===== config.mk =====
export PLATFORM = sky130hd
export DESIGN_NAME = hecc_gen256
export DESIGN_NICKNAME = d
export VERILOG_FILES = /design/src/rtl/hecc_pkg.sv /design/src/rtl/hecc_col_acc.sv /design/src/rtl/hecc_row_acc.sv /design/src/rtl/hecc_pack.sv /design/src/rtl/hecc_gen256.sv
export SDC_FILE = /design/constraint.sdc
export NUM_CORES = 1
export LEC_CHECK = 0
export ABC_AREA = 1
export BUFFER_PORTS_ARGS = -buffer_cell sky130_fd_sc_hd__buf_2
export CAP_MARGIN = 25
export CORE_UTILIZATION = 32
export DETAILED_ROUTE_END_ITERATION = 7
export RECOVER_POWER = 100
export SLEW_MARGIN = 20
export SYNTH_ARGS = -nofsm -noshare
export SYNTH_HDL_FRONTEND = slang
export SYNTH_SLANG_ARGS = --single-unit
export TNS_END_PERCENT = 1

===== constraint.sdc =====
create_clock -name clk -period 2.45 [get_ports clk]
set_clock_uncertainty 0.05 [all_clocks]
set_input_delay 0.49 -clock clk [delete_from_list [all_inputs] [get_ports clk]]
set_output_delay 0.49 -clock clk [all_outputs]
set_load 0.01 [all_outputs]

===== src/rtl/hecc_pkg.sv =====
package hecc_pkg;

   localparam int BYTE_W   = 8;
   localparam int BIDX_W   = 3;              // log2 of BYTE_W
   localparam int COL_PARS = 2 * BIDX_W;     // six column parities

   // even parity of one byte
   function automatic logic byte_par(input logic [BYTE_W-1:0] b);
      return ^b;
   endfunction

   // column parity pair j: even member (bit index bit j clear) or odd member
   function automatic logic col_par(input logic [BYTE_W-1:0] folded,
                                    input int j, input logic odd);
      logic p;
      p = 1'b0;
      for (int b = 0; b < BYTE_W; b++) begin
         if (((b >> j) & 1) == int'(odd)) p ^= folded[b];
      end
      return p;
   endfunction

endpackage


===== src/rtl/hecc_col_acc.sv =====
module hecc_col_acc
   import hecc_pkg::*;
(
   input  logic              clk,
   input  logic              rst_n,
   input  logic              accept,
   input  logic              restart,
   input  logic              last,
   input  logic [BYTE_W-1:0] data,
   output logic [BYTE_W-1:0] fold_nx
);

   logic [BYTE_W-1:0] fold_q;

   // running XOR of all bytes; column parities are masks of it
   assign fold_nx = (restart ? '0 : fold_q) ^ data;

   always_ff @(posedge clk) begin
      if (!rst_n) begin
         fold_q <= '0;
      end else if (accept) begin
         fold_q <= last ? '0 : fold_nx;
      end
   end

endmodule


===== src/rtl/hecc_row_acc.sv =====
module hecc_row_acc #(
   parameter int IDX_W         = 8,
   parameter bit KEEP_EVEN_ACC = 1'b0
) (
   input  logic               clk,
   input  logic               rst_n,
   input  logic               accept,
   input  logic               restart,
   input  logic               last,
   input  logic [IDX_W-1:0]   idx,
   input  logic               bit_par,
   input  logic               tot_par_nx,
   output logic [2*IDX_W-1:0] rp_nx
);

   for (genvar k = 0; k < IDX_W; k++) begin : g_pair
      logic odd_q, odd_nx, even_nx;

      assign odd_nx = (restart ? 1'b0 : odd_q) ^ (bit_par & idx[k]);

      always_ff @(posedge clk) begin
         if (!rst_n) begin
            odd_q <= 1'b0;
         end else if (accept) begin
            odd_q <= last ? 1'b0 : odd_nx;
         end
      end

      if (KEEP_EVEN_ACC) begin : g_full
         logic even_q;
         assign even_nx = (restart ? 1'b0 : even_q) ^ (bit_par & ~idx[k]);
         always_ff @(posedge clk) begin
            if (!rst_n) begin
               even_q <= 1'b0;
            end else if (accept) begin
               even_q <= last ? 1'b0 : even_nx;
            end
         end
      end else begin : g_derived
         // even partner = total parity XOR odd partner
         assign even_nx = tot_par_nx ^ odd_nx;
      end

      assign rp_nx[2*k+1] = odd_nx;
      assign rp_nx[2*k]   = even_nx;
   end

endmodule


===== src/rtl/hecc_pack.sv =====
module hecc_pack
   import hecc_pkg::*;
#(
   parameter int ROW_W = 16
) (
   input  logic [ROW_W-1:0]  rp,
   input  logic [BYTE_W-1:0] fold,
   output logic [ROW_W-1:0]  row_code,
   output logic [BYTE_W-1:0] col_code
);

   logic [COL_PARS-1:0] cp;

   for (genvar j = 0; j < BIDX_W; j++) begin : g_cp
      assign cp[2*j]   = col_par(fold, j, 1'b0);
      assign cp[2*j+1] = col_par(fold, j, 1'b1);
   end

   assign row_code = ~rp;
   assign col_code = {~cp, 2'b11};

endmodule


===== src/rtl/hecc_gen256.sv =====
module hecc_gen256
   import hecc_pkg::*;
#(
   parameter int SECTOR_BYTES  = 256,
   parameter bit KEEP_EVEN_ACC = 1'b0
) (
   input  logic                                clk,
   input  logic                                rst_n,
   input  logic                                in_valid,
   output logic                                in_ready,
   input  logic                                in_start,
   input  logic [7:0]                          in_data,
   output logic [2*$clog2(SECTOR_BYTES)-1:0]   code_row,
   output logic [7:0]                          code_col,
   output logic                                code_done
);

   localparam int IDX_W = $clog2(SECTOR_BYTES);
   localparam int ROW_W = 2 * IDX_W;
   localparam logic [IDX_W-1:0] LAST_IDX = IDX_W'(SECTOR_BYTES - 1);

   if (SECTOR_BYTES < 2 || (SECTOR_BYTES & (SECTOR_BYTES - 1)) != 0) begin : g_bad_size
      $error("hecc_gen256: SECTOR_BYTES must be a power of two of at least 2");
   end
   if (BYTE_W != 8) begin : g_bad_byte
      $error("hecc_gen256: code layout assumes 8-bit data");
   end

   logic              ready_q;
   logic              accept, last;
   logic [IDX_W-1:0]  cnt_q, idx;
   logic [BYTE_W-1:0] fold_nx;
   logic [ROW_W-1:0]  rp_nx;
   logic [ROW_W-1:0]  row_nx;
   logic [BYTE_W-1:0] col_nx;
   logic [ROW_W-1:0]  row_q;
   logic [BYTE_W-1:0] col_q;
   logic              done_q;

   assign accept = in_valid & ready_q;
   assign idx    = in_start ? '0 : cnt_q;
   assign last   = accept && (idx == LAST_IDX);

   always_ff @(posedge clk) begin
      if (!rst_n) begin
         ready_q <= 1'b0;
         cnt_q   <= '0;
      end else begin
         ready_q <= 1'b1;
         if (accept) cnt_q <= last ? '0 : idx + 1'b1;
      end
   end

   hecc_col_acc u_col (
      .clk     (clk),
      .rst_n   (rst_n),
      .accept  (accept),
      .restart (in_start),
      .last    (last),
      .data    (in_data),
      .fold_nx (fold_nx)
   );

   hecc_row_acc #(
      .IDX_W         (IDX_W),
      .KEEP_EVEN_ACC (KEEP_EVEN_ACC)
   ) u_row (
      .clk        (clk),
      .rst_n      (rst_n),
      .accept     (accept),
      .restart    (in_start),
      .last       (last),
      .idx        (idx),
      .bit_par    (byte_par(in_data)),
      .tot_par_nx (byte_par(fold_nx)),
      .rp_nx      (rp_nx)
   );

   hecc_pack #(
      .ROW_W (ROW_W)
   ) u_pack (
      .rp       (rp_nx),
      .fold     (fold_nx),
      .row_code (row_nx),
      .col_code (col_nx)
   );

   always_ff @(posedge clk) begin
      if (!rst_n) begin
         row_q  <= '1;
         col_q  <= '1;
         done_q <= 1'b0;
      end else begin
         done_q <= last;
         if (last) begin
            row_q <= row_nx;
            col_q <= col_nx;
         end
      end
   end

   assign in_ready  = ready_q;
   assign code_row  = row_q;
   assign code_col  = col_q;
   assign code_done = done_q;

endmodule


==> results of run 1 <==
==> layout make-up <==
class	instances	area share (%)
Multi-Input combinational cell	349	50.8
Sequential cell	48	29.7
Timing Repair Buffer	46	6.81
Inverter	50	5.80
Tap cell	108	4.18
Clock buffer	5	2.13
Clock inverter	3	0.580
==> state kept, by name (all words and copies together) (netlist names) <==
name / flops
u_row.g_pair.odd_q: 8
code_col: 6
u_col.fold_q: 8
in_ready: 1
cnt_q: 8
code_done: 1
code_row: 16
==> final timing paths <==
check,to,slack (ps),cells past startpoint
max reg2reg,cnt_q[0],320,12
min,u_row.g_pair[1].odd_q,420,2
min reg2reg,u_row.g_pair[1].odd_q,420,2
max,cnt_q[0],320,12
==> routing by layer <==
layer	vias to the layer above	global-route usage (%)
met1	1280	18.6
met5	-	0
met4	0	3.44
met3	7	2.17
met2	75	25.4
li1	1521	-
==> synth_stat cells, types with 3 or more instances <==
cell	number	area share (%)
inv_1	42	5.5
clkbuf_1	8	1.0
nand2_1	182	24
o21ai_1	10	1.7
nand2_4	3	1.2
buf_6	3	1.2
nand2_2	21	4.6
a21oi_1	43	7.5
buf_2	3	0.52
o21ai_0	5	0.87
inv_2	7	0.91
nand3_1	34	5.9
xnor2_1	8	2.4
nand3_2	7	2.4
nor2_1	19	2.5
xor2_1	3	0.91
dfxtp_1	48	33
==> tightest hold or removal path: cells and delay by family, from the launching register on <==
family             cells  cell delay (ps)
and+or+nand+nor        1               60
DFF                    1              320
AOI/OAI and AO/OA      1               60
==> through the flow <==
| stage | total power [W] | area, um2 | util (%) | hold WS (ps) |
|---|---|---|---|---|
| after detailed placement | 0.00109 | 3190 | 36.5 | 399 |
| after floorplan | 0.00103 | 2890 | - | 395 |
| after global routing | 0.00163 | 3230 | 37.1 | 423 |
| final | 0.00155 | 3230 | 37.1 | 420 |
| after CTS | 0.00157 | 3270 | 37.5 | 347 |
| after global placement | 0.00109 | 3190 | 36.5 | 399 |
==> power breakdown <==
| group | switching, W | internal (W) | leakage [nW] | total (W) |
|---|---|---|---|---|
| Sequential | 0.00000867 | 0.000790 | 0.389 | 0.000799 |
| Combinational | 0.000188 | 0.0000855 | 0.949 | 0.000273 |
| Clock | 0.000277 | 0.000200 | 0.0479 | 0.000476 |
==> cell families (layout without fill, tap and decap cells) <==
kind of cell / count (synthesis) / in the layout / share of synthesized area, %
simple gates: 273 / 273 / 41.9
fa+ha+maj: 1 / 1 / 0.434
other cells: 1 / 2 / 0.130
buf+inv: 66 / 104 / 9.76
xor+xnor: 11 / 11 / 3.34
compound gates: 62 / 62 / 11.1
flops: 48 / 48 / 33.3
==> results.toml, run 1 <==
[global_route]
grt_max_degree = 38
overflow = 0
grt_use_total_pct = 14.5
antenna_found_initial = 0
grt_pass1_vias = 2525
grt_pass1_wl_um = 11400

[sta]
max_freq_mhz = 469
finalMaxSlewViolations = 0
tightest_slew_ps = 762
setup_slack_ps = 318
hold_viol = 0
layout_worst_path_cycle_share_pct = 87.0
slew_headroom_pct = 49.2
grt_setup_unrepaired = "false"
fin_tns_setup_ps = 0
setup_viol = 0
min_period_ps = 2130

[setup_path]
worstPathRequired_ps = 2560
crit_arrival_ps = 2250
path_cells = "inv_1 -> nor2_1 -> ha_1 -> nand2_1 -> nor2_1 -> nand3_2 -> nor2_2 -> nand3_2 -> nand2_2 -> inv_2 -> o21ai_0 -> a21oi_1"
crit_type = "reg -> reg"
cpPeakStageDelay_ps = 360
crit_path_top_delay_cell = "dfxtp_1"
critPathMaxFanout = 19
r2r-start = "cnt_q[1]"
path_buf_inv = 2
path_delay_family = "simple AND/OR/NAND/NOR gates"
cp-end-kind = "flip-flop"
startpoint = "cnt_q[1]"
critPathLaunchType = "flip-flop"

[detailed_routing]
drt_first_iter_violations = 181
wl_met2_um = 3140
dr.pass1.iters = 5
via_per_inst = 4.73
wl_per_cell_um = 11.0
highest-signal-layer = "met4"
ant_nets = 0
drcViolationCount = 0
wl_met1_um = 3230
wl_met3_um = 243
wl_um = 6680
vias = 2883

[layout]
nNetsFinal = 513
drive_gt1_share_pct = 14.0
multi_input_area_um2 = 1640
final_common_cell = "nand2_1"
stdcell_count = 609
area_delta_synth_final_pct = 12.1
diodes = 0
layout_common_cells = "nand2_1, dfxtp_1, a21oi_1"
final-seq-area_um2 = 961
fillers = 938

[cts]
ctsHoldBuffers = 0
postCtsSetupRepairBufs = 0
ctsResizeCount = 0
clk_pin_slew_worst_paths_ps = 90
cts-root-to-sink-buffers = 2
htree_num_levels = 2
cts-root-buf = "clkbuf_8"
clock_latency_ps = 300
cts.sinks = 48
tritoncts = "yes"
numCtsBuffers = 5

[synthesis]
synth_cell_type_count = 29
synth_area_um2 = 2880
ys_seq_elements = 48
seq_area_frac_synth_pct = 33.3
avgSynthCellArea_um2 = 6.24
synth_ff_type = "dfxtp_1"
synth_edf_count = 0
netlist_instances = 462
ys_async_sr_fraction_pct = 0
yosys_warnings = 0

[power_and_ir_drop]
p_leak_nw = 1.39
vdd_drop_max_mv = 0.243
power.density_nw_per_um2 = 479

[flow_run]
maxCapViolCount = 0

[placement]
routabilityCongestion = 0.793
hpwl_um = 4930
dp_slack_ps = 169
numPortBuffers = 35
dp_cells = 601

[floorplan]
rows = 34
io-pin-count = 38
start_util_pct = 33.1
die-area_um2 = 9400
core_um2 = 8720
dieHeight_um = 96.9
die_w_um = 96.9

[worst_hold_path]
hp-class = "reg -> reg"
hp-start = "u_row.g_pair[1].odd_q"

[run_status]
status = "finished, final reports clean"
No activity file was read; power rests on OpenSTA's default activity.
==> run 2: changes to the inputs <==
clock period = 1.8 ns   (was 2.45 ns; I/O delays follow)
==> results.toml, run 2 (synthesized netlist as in run 1, its figures left out) <==
[floorplan]
die_w_um = 96.9
core_um2 = 8720
rows = 34
start_util_pct = 33.1
dieHeight_um = 96.9
io-pin-count = 38
die-area_um2 = 9400

[power_and_ir_drop]
vdd_drop_max_mv = 0.234
power.density_nw_per_um2 = 640
p_leak_nw = 1.57
p_total_w = 0.00233

[setup_path]
worstPathRequired_ps = 1950
critPathMaxFanout = 4
crit_type = "reg -> reg"
critPathLaunchType = "flip-flop"
cp-end-kind = "flip-flop"
crit_arrival_ps = 1890

[cts]
clock_latency_ps = 300
htree_num_levels = 2
tritoncts = "yes"
clk_pin_slew_worst_paths_ps = 90
cts.sinks = 48
numCtsBuffers = 5
cts-root-to-sink-buffers = 2
cts-root-buf = "clkbuf_8"

[sta]
layout_worst_path_cycle_share_pct = 96.4
grt_setup_unrepaired = "true"
max_freq_mhz = 576
fin_tns_setup_ps = 0
min_period_ps = 1740
setup_viol = 0
hold_viol = 0
finalMaxSlewViolations = 0

[run_status]
status = "finished, final reports clean"

[layout]
final_common_cell = "nand2_1"
design_area_um2 = 3640
stdcell_count = 641
drive_gt1_share_pct = 22.1
largest_reg_flops = 16
diodes = 0
layout_common_cells = "nand2_1, dfxtp_1, a21oi_1"
final_util_pct = 41.7
nNetsFinal = 545
area_delta_synth_final_pct = 26.1

[global_route]
antenna_found_initial = 0
overflow = 0
grt_use_total_pct = 15.3
grt_pass1_vias = 2643
grt_max_degree = 35
grt_pass1_wl_um = 12000

[placement]
dp_cells = 631
placed_cell_area_um2 = 3490
numPortBuffers = 35
hpwl_um = 5110
routabilityCongestion = 0.784

[detailed_routing]
dr.pass1.iters = 4
drcViolationCount = 0
vias = 2914
wl_um = 6910
wl_per_cell_um = 10.8
via_per_inst = 4.55
ant_nets = 0
drt_first_iter_violations = 173

[flow_run]
maxCapViolCount = 0

[worst_hold_path]
hp-class = "in -> reg"
==> run 2: where the power goes <==
group	leakage, nW	switching [W]	total [W]	internal [W]
registers	0.391	0.0000121	0.00109	0.00108
clock network	0.0552	0.000377	0.000790	0.000413
logic	1.12	0.000271	0.000450	0.000179
total	1.57	0.000660	0.00233	0.00167
==> run 2: path summary, 6_finish.rpt <==
check | from | end | slack (ps) | cells after the start
setup / recovery | cnt_q[0] | cnt_q[5] | 60 | 12
setup reg to reg | cnt_q[0] | cnt_q[5] | 60 | 12
hold / removal | rst_n | in_ready | 230 | 1
hold reg to reg | u_row.g_pair[2].odd_q | u_row.g_pair[2].odd_q | 420 | 2
==> run 2: layout make-up <==
class | count | area (um2)
clock buffer | 6 | 72.6
clock inverter | 2 | 35.0
fill | 899 | 5080
inverter | 50 | 199
multi-input combinational | 349 | 1710
sequential | 48 | 965
tap | 108 | 135
timing repair buffer | 78 | 522
==> run 2: layer usage <==
layer	global-route usage, %	vias up	wire [um]
li1	-	1587	-
met1	20.2	1276	3530
met2	25.6	44	3100
met3	2.17	7	202
met4	4.94	0	80
met5	0	-	0
==> run 2: timing repair <==
| item | in CTS | in global routing |
|---|---|---|
| setup endpoints to repair | 14 | 37 |
| resized for setup | 1 | 12 |
| endpoints found under the hold margin | 0 | 0 |
| buffers inserted | 0 | 2 |
| hold buffers | 0 | 0 |
| pin swaps | 0 | 3 |
==> run 2: worst max-delay path: stages, from the launching register on <==
cell,delay [ps]
dfxtp_2,340
inv_2,50
nor2_4,140
ha_4,150
nand2_2,70
nor2_4,110
nand3_2,100
nor2_4,130
nand3_4,120
nand2_4,120
buf_4,120
o21a_1,90
nor2_1,30
==> run 2: through the flow <==
stage / setup slack (ps) / hold slack [ps]
floorplan: -35.7 / 338
global placement: -118 / 397
detailed placement: -182 / 400
CTS: -62.9 / 219
global route: -43.7 / 212
finish: 64.1 / 229
